File: src/rtl/spx_pkg.sv
package spx_pkg;
  localparam int SPX_VA_W  = 32;
  localparam int SPX_SEG_W = 3;
  localparam int SPX_VPN_W = 17;
  localparam int SPX_OFF_W = 12;
  localparam int SPX_PPN_W = 18;
  localparam int SPX_MA_W  = 30;

  typedef enum logic [2:0] {
    XS_IDLE  = 3'd0,
    XS_CHECK = 3'd1,
    XS_FETCH = 3'd2,
    XS_DONE  = 3'd3,
    XS_ERROR = 3'd4
  } xlate_state_e;
endpackage

File: src/rtl/spx_rst_sync.sv
module spx_rst_sync #(
  parameter int STAGES = 2
) (
  input  logic clk,
  input  logic rst_n_in,
  output logic rst_n_out
);
  logic [STAGES-1:0] sync_q;

  always_ff @(posedge clk or negedge rst_n_in) begin
    if (!rst_n_in) sync_q <= '0;
    else           sync_q <= {sync_q[STAGES-2:0], 1'b1};
  end

  assign rst_n_out = sync_q[STAGES-1];
endmodule

File: src/rtl/spx_seg_table.sv
module spx_seg_table #(
  parameter int NSEG  = 8,
  parameter int IDX_W = $clog2(NSEG),
  parameter int MA_W  = 30,
  parameter int BND_W = 18
) (
  input  logic             clk,
  input  logic             rst_n,
  input  logic             we,
  input  logic [IDX_W-1:0] widx,
  input  logic [MA_W-1:0]  wbase,
  input  logic [BND_W-1:0] wbound,
  input  logic [IDX_W-1:0] ridx,
  output logic [MA_W-1:0]  rbase,
  output logic [BND_W-1:0] rbound
);
  logic [MA_W-1:0]  base_q  [NSEG];
  logic [BND_W-1:0] bound_q [NSEG];

  for (genvar g = 0; g < NSEG; g++) begin : g_ent
    logic hit_en;
    assign hit_en = we && (widx == IDX_W'(g));

    always_ff @(posedge clk or negedge rst_n) begin
      if (!rst_n) begin
        base_q[g]  <= '0;
        bound_q[g] <= '0;
      end else if (hit_en) begin
        base_q[g]  <= wbase;
        bound_q[g] <= wbound;
      end
    end
  end

  assign rbase  = base_q[ridx];
  assign rbound = bound_q[ridx];
endmodule

File: src/rtl/spx_bound_chk.sv
module spx_bound_chk #(
  parameter int VPN_W = 17,
  parameter int MA_W  = 30,
  parameter int BND_W = VPN_W + 1
) (
  input  logic [VPN_W-1:0] vpn,
  input  logic [MA_W-1:0]  base,
  input  logic [BND_W-1:0] bound,
  output logic             fault,
  output logic [MA_W-1:0]  pte_addr
);
  logic [BND_W-1:0] vpn_ext;
  logic [MA_W-1:0]  vpn_wide;

  assign vpn_ext  = BND_W'(vpn);
  assign vpn_wide = MA_W'(vpn);
  assign fault    = (vpn_ext >= bound);
  assign pte_addr = base + vpn_wide;
endmodule

File: src/rtl/spx_xlate_fsm.sv
module spx_xlate_fsm
  import spx_pkg::*;
#(
  parameter int VA_W  = 32,
  parameter int SEG_W = 3,
  parameter int VPN_W = 17,
  parameter int OFF_W = 12,
  parameter int PPN_W = 18,
  parameter int MA_W  = 30,
  localparam int PA_W = PPN_W + OFF_W
) (
  input  logic             clk,
  input  logic             rst_n,
  input  logic             req_valid,
  input  logic [VA_W-1:0]  req_vaddr,
  output logic             req_ready,
  output logic [SEG_W-1:0] seg_idx,
  output logic [VPN_W-1:0] vpn,
  input  logic             fault,
  input  logic [MA_W-1:0]  pte_addr,
  output logic             mem_req,
  output logic [MA_W-1:0]  mem_addr,
  input  logic             mem_ack,
  input  logic [PPN_W-1:0] mem_rdata,
  output logic             resp_valid,
  output logic             resp_err,
  output logic [PA_W-1:0]  resp_paddr
);
  xlate_state_e     state_q, state_d;
  logic [VA_W-1:0]  va_q;
  logic [MA_W-1:0]  maddr_q;
  logic [PA_W-1:0]  pa_q;
  logic             va_en, maddr_en, pa_en;
  logic [OFF_W-1:0] off;

  assign seg_idx = va_q[VA_W-1 -: SEG_W];
  assign vpn     = va_q[OFF_W +: VPN_W];
  assign off     = va_q[OFF_W-1:0];

  assign va_en    = (state_q == XS_IDLE)  && req_valid;
  assign maddr_en = (state_q == XS_CHECK) && !fault;
  assign pa_en    = (state_q == XS_FETCH) && mem_ack;

  always_comb begin
    state_d = state_q;
    unique case (state_q)
      XS_IDLE:  if (req_valid) state_d = XS_CHECK;
      XS_CHECK: state_d = fault ? XS_ERROR : XS_FETCH;
      XS_FETCH: if (mem_ack) state_d = XS_DONE;
      XS_DONE:  state_d = XS_IDLE;
      XS_ERROR: state_d = XS_IDLE;
      default:  state_d = XS_IDLE;
    endcase
  end

  always_ff @(posedge clk or negedge rst_n) begin
    if (!rst_n) state_q <= XS_IDLE;
    else        state_q <= state_d;
  end

  always_ff @(posedge clk or negedge rst_n) begin
    if (!rst_n)     va_q <= '0;
    else if (va_en) va_q <= req_vaddr;
  end

  always_ff @(posedge clk or negedge rst_n) begin
    if (!rst_n)        maddr_q <= '0;
    else if (maddr_en) maddr_q <= pte_addr;
  end

  always_ff @(posedge clk or negedge rst_n) begin
    if (!rst_n)     pa_q <= '0;
    else if (pa_en) pa_q <= {mem_rdata, off};
  end

  assign req_ready  = (state_q == XS_IDLE);
  assign mem_req    = (state_q == XS_FETCH);
  assign mem_addr   = maddr_q;
  assign resp_valid = (state_q == XS_DONE) || (state_q == XS_ERROR);
  assign resp_err   = (state_q == XS_ERROR);
  assign resp_paddr = (state_q == XS_DONE) ? pa_q : '0;

  // outstanding read keeps request and address steady
  a_r4_hold_read: assert property (@(posedge clk) disable iff (!rst_n)
    (mem_req && !mem_ack) |=> (mem_req && $stable(mem_addr)));

  // response lasts one cycle
  a_r5_resp_pulse: assert property (@(posedge clk) disable iff (!rst_n)
    resp_valid |=> !resp_valid);

  // acknowledged read gives a clean response next cycle
  a_r5_ack_to_resp: assert property (@(posedge clk) disable iff (!rst_n)
    (mem_req && mem_ack) |=> (resp_valid && !resp_err));

  // a fault is never preceded by a memory read
  a_r3_err_no_read: assert property (@(posedge clk) disable iff (!rst_n)
    resp_err |-> !$past(mem_req));

  // accepted request drops ready
  a_r6_busy_after_accept: assert property (@(posedge clk) disable iff (!rst_n)
    (req_ready && req_valid) |=> !req_ready);

  // no address leaks on a fault
  a_r8_err_zero_addr: assert property (@(posedge clk) disable iff (!rst_n)
    resp_err |-> (resp_paddr == '0));
endmodule

File: src/rtl/seg_page_xlate.sv
module seg_page_xlate
  import spx_pkg::*;
#(
  parameter int VA_W  = SPX_VA_W,
  parameter int SEG_W = SPX_SEG_W,
  parameter int VPN_W = SPX_VPN_W,
  parameter int OFF_W = SPX_OFF_W,
  parameter int PPN_W = SPX_PPN_W,
  parameter int MA_W  = SPX_MA_W,
  localparam int NSEG  = 1 << SEG_W,
  localparam int BND_W = VPN_W + 1,
  localparam int PA_W  = PPN_W + OFF_W
) (
  input  logic             clk,
  input  logic             rst_n,
  input  logic             req_valid,
  input  logic [VA_W-1:0]  req_vaddr,
  output logic             req_ready,
  input  logic             st_we,
  input  logic [SEG_W-1:0] st_idx,
  input  logic [MA_W-1:0]  st_base,
  input  logic [BND_W-1:0] st_bound,
  output logic             mem_req,
  output logic [MA_W-1:0]  mem_addr,
  input  logic             mem_ack,
  input  logic [PPN_W-1:0] mem_rdata,
  output logic             resp_valid,
  output logic             resp_err,
  output logic [PA_W-1:0]  resp_paddr
);
  logic             rst_sn;
  logic [SEG_W-1:0] seg_idx;
  logic [VPN_W-1:0] vpn;
  logic [MA_W-1:0]  seg_base;
  logic [BND_W-1:0] seg_bound;
  logic             fault;
  logic [MA_W-1:0]  pte_addr;

  spx_rst_sync #(.STAGES(2)) u_rst (
    .clk(clk), .rst_n_in(rst_n), .rst_n_out(rst_sn)
  );

  spx_seg_table #(.NSEG(NSEG), .IDX_W(SEG_W), .MA_W(MA_W), .BND_W(BND_W)) u_tab (
    .clk(clk), .rst_n(rst_sn), .we(st_we), .widx(st_idx), .wbase(st_base),
    .wbound(st_bound), .ridx(seg_idx), .rbase(seg_base), .rbound(seg_bound)
  );

  spx_bound_chk #(.VPN_W(VPN_W), .MA_W(MA_W), .BND_W(BND_W)) u_chk (
    .vpn(vpn), .base(seg_base), .bound(seg_bound),
    .fault(fault), .pte_addr(pte_addr)
  );

  spx_xlate_fsm #(.VA_W(VA_W), .SEG_W(SEG_W), .VPN_W(VPN_W), .OFF_W(OFF_W),
                  .PPN_W(PPN_W), .MA_W(MA_W)) u_fsm (
    .clk(clk), .rst_n(rst_sn), .req_valid(req_valid), .req_vaddr(req_vaddr),
    .req_ready(req_ready), .seg_idx(seg_idx), .vpn(vpn), .fault(fault),
    .pte_addr(pte_addr), .mem_req(mem_req), .mem_addr(mem_addr),
    .mem_ack(mem_ack), .mem_rdata(mem_rdata), .resp_valid(resp_valid),
    .resp_err(resp_err), .resp_paddr(resp_paddr)
  );
endmodule

File: config.mk
export PLATFORM = sky130hd
export DESIGN_NAME = seg_page_xlate
export DESIGN_NICKNAME = d
export VERILOG_FILES = /design/src/rtl/spx_pkg.sv /design/src/rtl/spx_rst_sync.sv /design/src/rtl/spx_seg_table.sv /design/src/rtl/spx_bound_chk.sv /design/src/rtl/spx_xlate_fsm.sv /design/src/rtl/seg_page_xlate.sv
export SDC_FILE = /design/constraint.sdc
export NUM_CORES = 1
export LEC_CHECK = 0
export BUFFER_PORTS_ARGS = -buffer_cell sky130_fd_sc_hd__buf_2
export CAP_MARGIN = 10
export CORE_MARGIN = 3
export CORE_UTILIZATION = 55
export DETAILED_ROUTE_END_ITERATION = 16
export GPL_ROUTABILITY_DRIVEN = 0
export PLACE_DENSITY = 0.8
export SETUP_SLACK_MARGIN = 0.05
export SYNTH_ARGS = -nofsm -noshare
export SYNTH_HDL_FRONTEND = slang
export SYNTH_HIERARCHICAL = 1
export SYNTH_SLANG_ARGS = --single-unit
export TNS_END_PERCENT = 10
File: constraint.sdc
create_clock -name clk -period 13.2 [get_ports clk]
set_input_delay 0.66 -clock clk [delete_from_list [all_inputs] [get_ports clk]]
set_output_delay 0.66 -clock clk [all_outputs]
set_load 0.01 [all_outputs]
-- Yosys cells after proc, flatten, opt, wreduce, memory -nomap -nowiden
Cells that the tools add are included.
- register bits after elaboration: 481
- input bits: 106
- output and inout bits: 64
- word-level logic and storage cells: 65
- $add $sub $neg: 1
- $lt $le $gt $ge: 2
- equal/unequal tests: 13
- mux-type cells: 11
- bitwise gates (word level): 1
- reduce and logical (&&, ||, !) cells: 16
- operators by type and width (kind ; number):
    $bmux 30 s3 ; 1
    $mux 30 ; 3
    $bmux 18 s3 ; 1
    $mux 18 ; 2
    $add 30x17->30 ; 1
    $ge 17x18->1 ; 1
    $eq 3x3->1 const B ; 5
    $eq 3x2->1 const B ; 4
    $logic_and 1x1->1 ; 11
    $mux 3 ; 3
    $pmux 3 s3 ; 1
    $eq 3x1->1 const B ; 2
    $logic_not 3->1 ; 2
    $ge 4x4->1 const B ; 1
    $not 3->4 ; 1
    $ne 2x1->1 const B ; 1
    $ne 2x2->1 const B ; 1
    $reduce_and 2->1 ; 1
    $logic_not 1->1 ; 1
    $logic_or 1x1->1 ; 1

-- Longest topological paths before layout
Gate-level depths: netlist of run 1.
- depth after elaboration: 7
- gate-level depth with buffers: 17
- mapped depth without buffers: 13

-- Hierarchy
The synthesis of run 1 kept the hierarchy.
- by module, submodules not included (module ; times used ; cells each ; area an instance (um^2) ; sequential area each (um^2)):
    spx_seg_table ; 1 ; 987 ; 17286.6 ; 9609.2
    spx_xlate_fsm ; 1 ; 266 ; 3990.1 ; 2377.3
    spx_bound_chk ; 1 ; 208 ; 1560.2 ; 0.0
    spx_rst_sync ; 1 ; 3 ; 53.8 ; 50.0

-- Least setup slack after synthesis of run 1
OpenSTA, ideal clock, no wires.
- path kind: register to register
- start: register u_fsm.va_q[29]
- end: register u_fsm.maddr_q[0], in the netlist u_fsm/mem_addr[0]
- library setup time: 125 ps
- arrival time: 3527 ps
- path slack: 9548 ps
- cell stages (with the launch flop): 17
- buffers on the path: 4
- clock period less this slack: 3652 ps
- cell sequence: dfrtp_1 > buf_4 > buf_6 > buf_2 > mux4_2 > mux2_2 > ha_1 > nand2b_1 > a21oi_1 > o21ai_0 > nand3_1 > a21boi_0 > o41ai_1 > a221oi_1 > nor4b_2 > buf_4 > mux2_2
- word-level cells in the longest chain between the ends: 7
- elaborated cells between the ends (all ways): 11
- ends and longest elaborated chain (what ; line ; RTL):
    from (decl) ; spx_xlate_fsm.sv:30 ; logic [VA_W-1:0] va_q;
    from (signal assigned) ; spx_xlate_fsm.sv:63 ; else if (va_en) va_q <= req_vaddr;
    $not 3->4 (not written as such) ; spx_seg_table.sv:36 ; assign rbound = bound_q[ridx];
    $bmux 18 s3 ; spx_seg_table.sv:36 ;
    $mux 18 (not written as such) (2 in series) ; spx_seg_table.sv:36 ;
    named net seg_bound[0] ; seg_page_xlate.sv:35 ; logic [BND_W-1:0] seg_bound;
    $ge 17x18->1 ; spx_bound_chk.sv:17 ; assign fault = (vpn_ext >= bound);
    named net fault ; seg_page_xlate.sv:36 ; logic fault;
    $logic_not 1->1 ; spx_xlate_fsm.sv:41 ; assign maddr_en = (state_q == XS_CHECK) && !fault;
    $logic_and 1x1->1 ; spx_xlate_fsm.sv:41 ;
    to (signal assigned) ; spx_xlate_fsm.sv:68 ; else if (maddr_en) maddr_q <= pte_addr;
    to (decl) ; spx_xlate_fsm.sv:31 ; logic [MA_W-1:0] maddr_q;
The timed path passes the listed nets, and every way through them passes these cells. The select of a mux whose other input is x is not followed.
A chain may end at the register's enable or synchronous reset.

-- Final worst setup path of run 1
- start: register u_fsm.va_q[29]
- end: register u_fsm.maddr_q[27], in the netlist u_fsm/mem_addr[27]
- elaborated cells between the ends (all ways): 11
- RTL lines (what ; line ; RTL):
    $not 3->4 (not written as such) ; spx_seg_table.sv:35 ; assign rbase = base_q[ridx];
    $bmux 30 s3 ; spx_seg_table.sv:35 ;
    $mux 30 (not written as such) (2 in series) ; spx_seg_table.sv:35 ;
    named net seg_base[8] ; seg_page_xlate.sv:34 ; logic [MA_W-1:0] seg_base;
    $add 30x17->30 ; spx_bound_chk.sv:18 ; assign pte_addr = base + vpn_wide;
    named net pte_addr[27] ; seg_page_xlate.sv:37 ; logic [MA_W-1:0] pte_addr;
The timed path passes the listed nets, and every way through them passes these cells. The select of a mux whose other input is x is not followed.

==> run metrics, run 1 <==
Top FF cell, synth=dfrtp_1; root buffer cell=clkbuf_16; GRT Total Usage=23.1%; H-tree level count=2; Post-Synth Adder-Cell Area=1.95%; multi-input logic area=0.0101 mm²; post-synthesis cell type count=64; chip width=210 µm; chip height=210 µm; Slew HR=29.4%; Max IR drop VDD=159 µV; I/O Buffers=169; Gate power share=41.5%; Rows=74; vias in the first global route=13897; Storage cell area=0.0120 mm²; WL/cell=23.3 µm; P&R area growth vs syn=11.7%; Reg-to-Reg End=u_fsm/mem_addr[27]; Seq/Total Area, Yosys=52.6%; mux share of post-synthesis cell area=36.0%; Gate Count Post-Synth=1464; Yosys top cell area share=52.6%; setup TNS=0 ns; status=finished, final reports clean; Sw Share=33.3%; ys async rst share=100%; #FFs+latches synth=481; worst setup path start=u_fsm/va_q[29]; Setup Viol. Count Final=0; DRT antenna net count=0; routed via count=13008; Reg power frac=35.9%; Clock Skew=0.0183 ns; Setup Fix Bufs, Post-CTS=0; Final #Nets=1739; WP data required=13.65 ns; Avg Vias per Cell=5.99; Post-Synthesis Cell Area=0.0229 mm²; NetSw=2.07 mW; pin count of the biggest net entering global routing=197; Slew Viols, Final=0; Skew-Pair Late Insertion Delay=0.57 ns; Post-Place Worst Slack=8.49 ns; RSZ-0062 raised after global routing=no; Worst setup SP type=flip-flop; Compound-Gate Fraction of Synth Area=1.86%; max incr delay on CP=0.80 ns; CTS tree=done; Critical Path Sink Type=flip-flop; pwr dens=243 mW/mm²; cell chain of the critical path=buf_4 > mux4_2 > mux2_4 > ha_1 > and2_4 > nand4_2 > a21oi_2 > nor2_2 > o41ai_4 > nand3_1 > xnor2_1 > mux2_2; post-synth top area cell=dfrtp_1; slowest CP cell=dfrtp_4; Synth Area in XOR/XNOR=0.995%; hpwl dp=30.8 mm; post-synthesis simple-gate area fraction=3.26%; WHS Path Cells=2; global-route met3 utilization=4.46%; critical path buffer and inverter count=1; Mapped Nets=1605; fin util=62.3%; met2 Resource Use GR=38.8%; clock slew at reported path FFs=0.06 ns; final worst slack=8.49 ns; final worst path period share=35.6%; Min-Delay Startpoint=req_vaddr[22]; core footprint=0.0410 mm²; Detailed Route WL=50.7 mm; I/O pin count=170; Final Hold Vio Count=0; initial core utilization=55.8%; min Tclk post-route=4.71 ns; Clock Sinks=481; # DRC=0; layout cells sized above 1=52.9%; HP Class=input pin to flip-flop; Ys Warns=6; most frequent cell after synthesis=dfrtp_1; fmax=213 MHz; Mapped Avg Cell Area=15.6 µm²; critical path data arrival time=5.15 ns; Hold Path Sink=u_fsm/va_q[22]; critical path's top delay family=multiplexers; Worst Tran Pin Value=1.06 ns; reg2reg setup slack=8.49 ns; die area=0.0441 mm²; largest family of logic cells by synthesized area=multiplexers; busiest grt layer=met2; Filler cells=2920; DRT Pass-1 Iters=7; global-route wire length before repair=79.6 mm; crit-path max FO=38; Max Cap Viol=0; EDFF count, synth=0; M1 GR Usage=31.1%; Leak=11.2 nW; RR Startpoint=u_fsm/va_q[29]; Setup CP Type=flip-flop to flip-flop; 1st-iter DRT viols=840; initial antenna violation count=10; total gr overflow=0; synth top area cells=dfrtp_1, mux2_2, mux4_2; commonest cells in the synthesized netlist=dfrtp_1, mux2_2, mux4_2; clock tree buffer depth=3; number of CTS-inserted buffers=48; Clk pwr share=22.6%; Pint=4.15 mW; Worst R2R Path Depth=12
==> sequential cells by signal (all words and copies together), names as in the netlist <==
name            cells
u_fsm/mem_addr     30
u_fsm/pa_q         30
u_fsm/state_q       3
u_fsm/va_q         32
u_rst/sync_q        2
u_tab/base_q      240
u_tab/bound_q     144
==> area by class of cell <==
cell class	instances	share of cell area [%]
sequential	481	47.1
inverter	24	0.352
tap	532	2.60
antenna	5	0.0489
timing repair buffer	188	3.92
clock buffer	76	5.78
multi-input combinational	855	39.5
clock inverter	12	0.665
==> routing by layer <==
layer,wire length (µm),vias up
li1,-,5679
met1,21300,6849
met2,25200,364
met3,2820,108
met4,1320,8
met5,61,-
==> worst max-delay path by stage <==
stage	end	cells after the start	slack (ns)
after global placement	u_fsm/mem_addr[23]	12	8.55
final	u_fsm/mem_addr[27]	12	8.49
after CTS	u_fsm/mem_addr[28]	12	8.48
after global routing	u_fsm/mem_addr[27]	12	8.17
after floorplan	u_fsm/mem_addr[0]	0	5.36
after detailed placement	u_fsm/mem_addr[22]	12	8.49
==> power groups by stage <==
stage	clock network, mW	registers [mW]	logic [mW]
after floorplan	0	2.09	2.17
after global placement	0	2.23	2.48
after detailed placement	0	2.26	2.56
after CTS	1.44	2.24	2.58
after global routing	1.50	2.29	2.80
final	1.41	2.24	2.58
==> placed cells by master, fill, tap and decap left out, types with 10 or more instances in the layout <==
cell type  instances
dfrtp_1          477
mux2_2           441
buf_2            169
mux4_2            96
clkbuf_16         49
mux2_1            44
mux2_4            40
ha_1              34
and2_1            30
inv_1             24
xnor2_1           23
a21oi_1           21
buf_4             17
clkbuf_8          15
nand2_1           14
clkbuf_1          12
nand3_1           12
nor2_1            10
==> logic make-up after synthesis <==
logic type | count (synthesis)
AO/OA/AOI/OAI | 57
multiplexers | 622
AND/OR/NAND/NOR | 114
other | 1
buffers and inverters | 128
adder cells (fa/ha/maj) | 35
XOR/XNOR | 26
flip-flops | 481
==> repair_timing <==
| action | CTS | global route |
|---|---|---|
| endpoints found under the hold margin | 2 | 0 |
| gates resized for setup | 0 | 0 |
| endpoints found under the setup margin | 0 | 0 |
| hold buffers | 1 | 0 |
==> through the flow <==
step           hold WS (ns)  total power, mW  area (µm²)  instances
3_3_place_gp          0.334             4.71       23900       2079
6_report              0.312             6.22       25600       2173
2_1_floorplan         0.331             4.26       22900       1464
5_1_grt               0.297             6.58       25600       2172
4_1_cts               0.287             6.26       25600       2168
3_5_place_dp          0.337             4.81       23900       2079
No activity file was read; power rests on OpenSTA's default activity.
==> run 2: changes to the inputs <==
CORE_UTILIZATION = 61   (was 55)
PLACE_DENSITY = 0.84   (was 0.8)
clock period = 4.93 ns   (was 13.2 ns; I/O delays follow)
==> run 2 against run 1 <==
Net effect: power rose to 2.7 times the previous value; cell area up 3.8%; critical path depth up 1; sequential power rose to 2.7 times the previous value; die area down 9.6%; non-clock buffer count up 98; via count up 3.2%; core utilization up 9.8 points; highest routed layer unchanged.
==> run metrics, run 2 (synthesized netlist as in run 1, its figures left out) <==
Detailed Route WL=52.4 mm; setup TNS=0 ns; routed via count=13424; critical path data arrival time=4.68 ns; DRT Pass-1 Iters=4; max reg flops=240; post-placement cell count=2023; Filler cells=2240; Critical Path Sink Type=flip-flop; GRT Total Usage=26.7%; Setup Viol. Count Final=0; Final #Nets=1838; fin cells=2208; # DRC=0; CTS resizes=0; pwr dens=638 mW/mm²; Hold Slack=0.0254 ns; Rows=70; most frequent cell on the critical path=mux2_2; clock slew at reported path FFs=0.06 ns; RSZ-0062 raised after global routing=no; 1st-iter DRT viols=812; number of CTS-inserted buffers=49; core footprint=0.0368 mm²; I/O Buffers=169; NetSw=5.64 mW; H-tree level count=2; fin util=72.2%; most flop-heavy register=u_tab/base_q; pin count of the biggest net entering global routing=187; Slew HR=29.9%; WL/cell=23.7 µm; Worst R2R Path Depth=13; total power=16.9 mW; cell chain of the critical path=mux4_2 > mux2_2 > ha_1 > nand2b_1 > a21oi_1 > o21ai_0 > nand3_1 > a21boi_0 > o41ai_1 > a221oi_1 > nor4b_4 > buf_4 > mux2_2; most frequent cells in the layout=dfrtp_1, mux2_2, buf_2; crit-path max FO=30; Reg power frac=35.2%; global-route wire length before repair=82.1 mm; Final Hold Vio Count=0; min Tclk post-route=4.22 ns; Max Cap Viol=0; root buffer cell=clkbuf_16; Setup Fix Bufs, Post-CTS=0; HP Class=input pin to flip-flop; DRT antenna net count=0; P&R area growth vs syn=16.0%; vias in the first global route=14593; Slew Viols, Final=0; clock tree buffer depth=3; Clk pwr share=22.8%; CTS tree=done; initial core utilization=62.2%; Avg Vias per Cell=6.08; chip height=200 µm; chip width=200 µm; Top Registers=u_tab/base_q (240), u_tab/bound_q (144), u_fsm/va_q (32); fmax=237 MHz; Setup CP Type=flip-flop to flip-flop; Max IR drop VDD=347 µV; die area=0.0399 mm²; Clock Skew=0.0279 ns; cts-stage hold buffer count=91; Gate power share=42.0%; total gr overflow=0; Worst setup SP type=flip-flop; max incr delay on CP=0.78 ns; hpwl dp=32.0 mm; Skew-Pair Late Insertion Delay=0.59 ns; WHS Path Cells=2; layout cells sized above 1=50.4%; initial antenna violation count=5; Sw Share=33.3%; I/O pin count=170; Leak=11.7 nW; WP data required=5.39 ns; Clock Sinks=481; Pint=11.3 mW; final worst path period share=85.5%; most common cell after layout, fill and taps aside=dfrtp_1; status=finished, final reports clean; Worst Tran Pin Value=1.05 ns; slowest CP cell=dfrtp_4
## run 2: changes by cell type in the layout (fill, tap and decap cells not counted)
cell	change
clkbuf_1	+1
diode_2	-2
clkbuf_8	+1
clkbuf_16	+2
clkinv_4	+1
clkinvlp_4	-1
inv_6	-1
buf_4	+5
buf_12	+3
dlygate4sd3_1	+90
## run 2: through the flow
stage / instance area (µm²) / setup slack [ns]
after floorplan: 22900 / 0.235
after global placement: 23900 / 0.825
after detailed placement: 23900 / 0.699
after CTS: 26500 / 0.682
after global routing: 26500 / 0.398
final: 26500 / 0.714
## run 2: area by class of cell
type,instances,area [µm²],area share [%]
clock buffer,80,1550,5.82
multi-input combinational,855,10100,38.1
inverter,24,90.1,0.339
antenna,3,7.51,0.0283
timing repair buffer,286,2000,7.54
sequential,481,12000,45.4
tap,468,586,2.21
clock inverter,11,163,0.613
## run 2: power groups by stage
stage	combinational [mW]	clock (mW)	sequential, mW
2_1_floorplan	5.81	0	5.59
3_3_place_gp	6.74	0	5.91
4_1_cts	7.09	3.93	5.94
3_5_place_dp	6.97	0	5.99
5_1_grt	7.69	4.10	6.08
6_report	7.11	3.86	5.95
## run 2: path summary, 6_finish.rpt
check | start | end | slack [ns]
min in group asynchronous | u_rst/sync_q[1] | u_tab/bound_q[60] | 0.31
max | u_fsm/va_q[29] | u_fsm/mem_addr[12] | 0.71
max in group asynchronous | u_rst/sync_q[1] | u_fsm/va_q[29] | 3.26
min reg2reg | u_rst/sync_q[1] | u_tab/bound_q[60] | 0.31
min | st_bound[12] | u_tab/bound_q[138] | 0.03
max reg2reg | u_fsm/va_q[29] | u_fsm/mem_addr[12] | 0.71
## run 2: critical path: cells and delay by family (launching register included)
kind                     cells  cell delay, ns
adder cells (fa/ha/maj)      1            0.27
buffers and inverters        1            0.44
flip-flops                   1            0.78
AND/OR/NAND/NOR              3            0.47
multiplexers                 3            1.25
AO/OA/AOI/OAI                5            0.85
## run 2: layer usage
| layer | wire [µm] | share of wire (%) | vias to the layer above | track usage (%) |
|---|---|---|---|---|
| met1 | 22000 | 42 | 7084 | 35.5 |
| met5 | 23 | 0.044 | - | 0 |
| met4 | 1120 | 2.1 | 4 | 7.96 |
| met2 | 26400 | 50 | 375 | 45.8 |
| li1 | - | - | 5869 | - |
| met3 | 2850 | 5.4 | 92 | 4.67 |
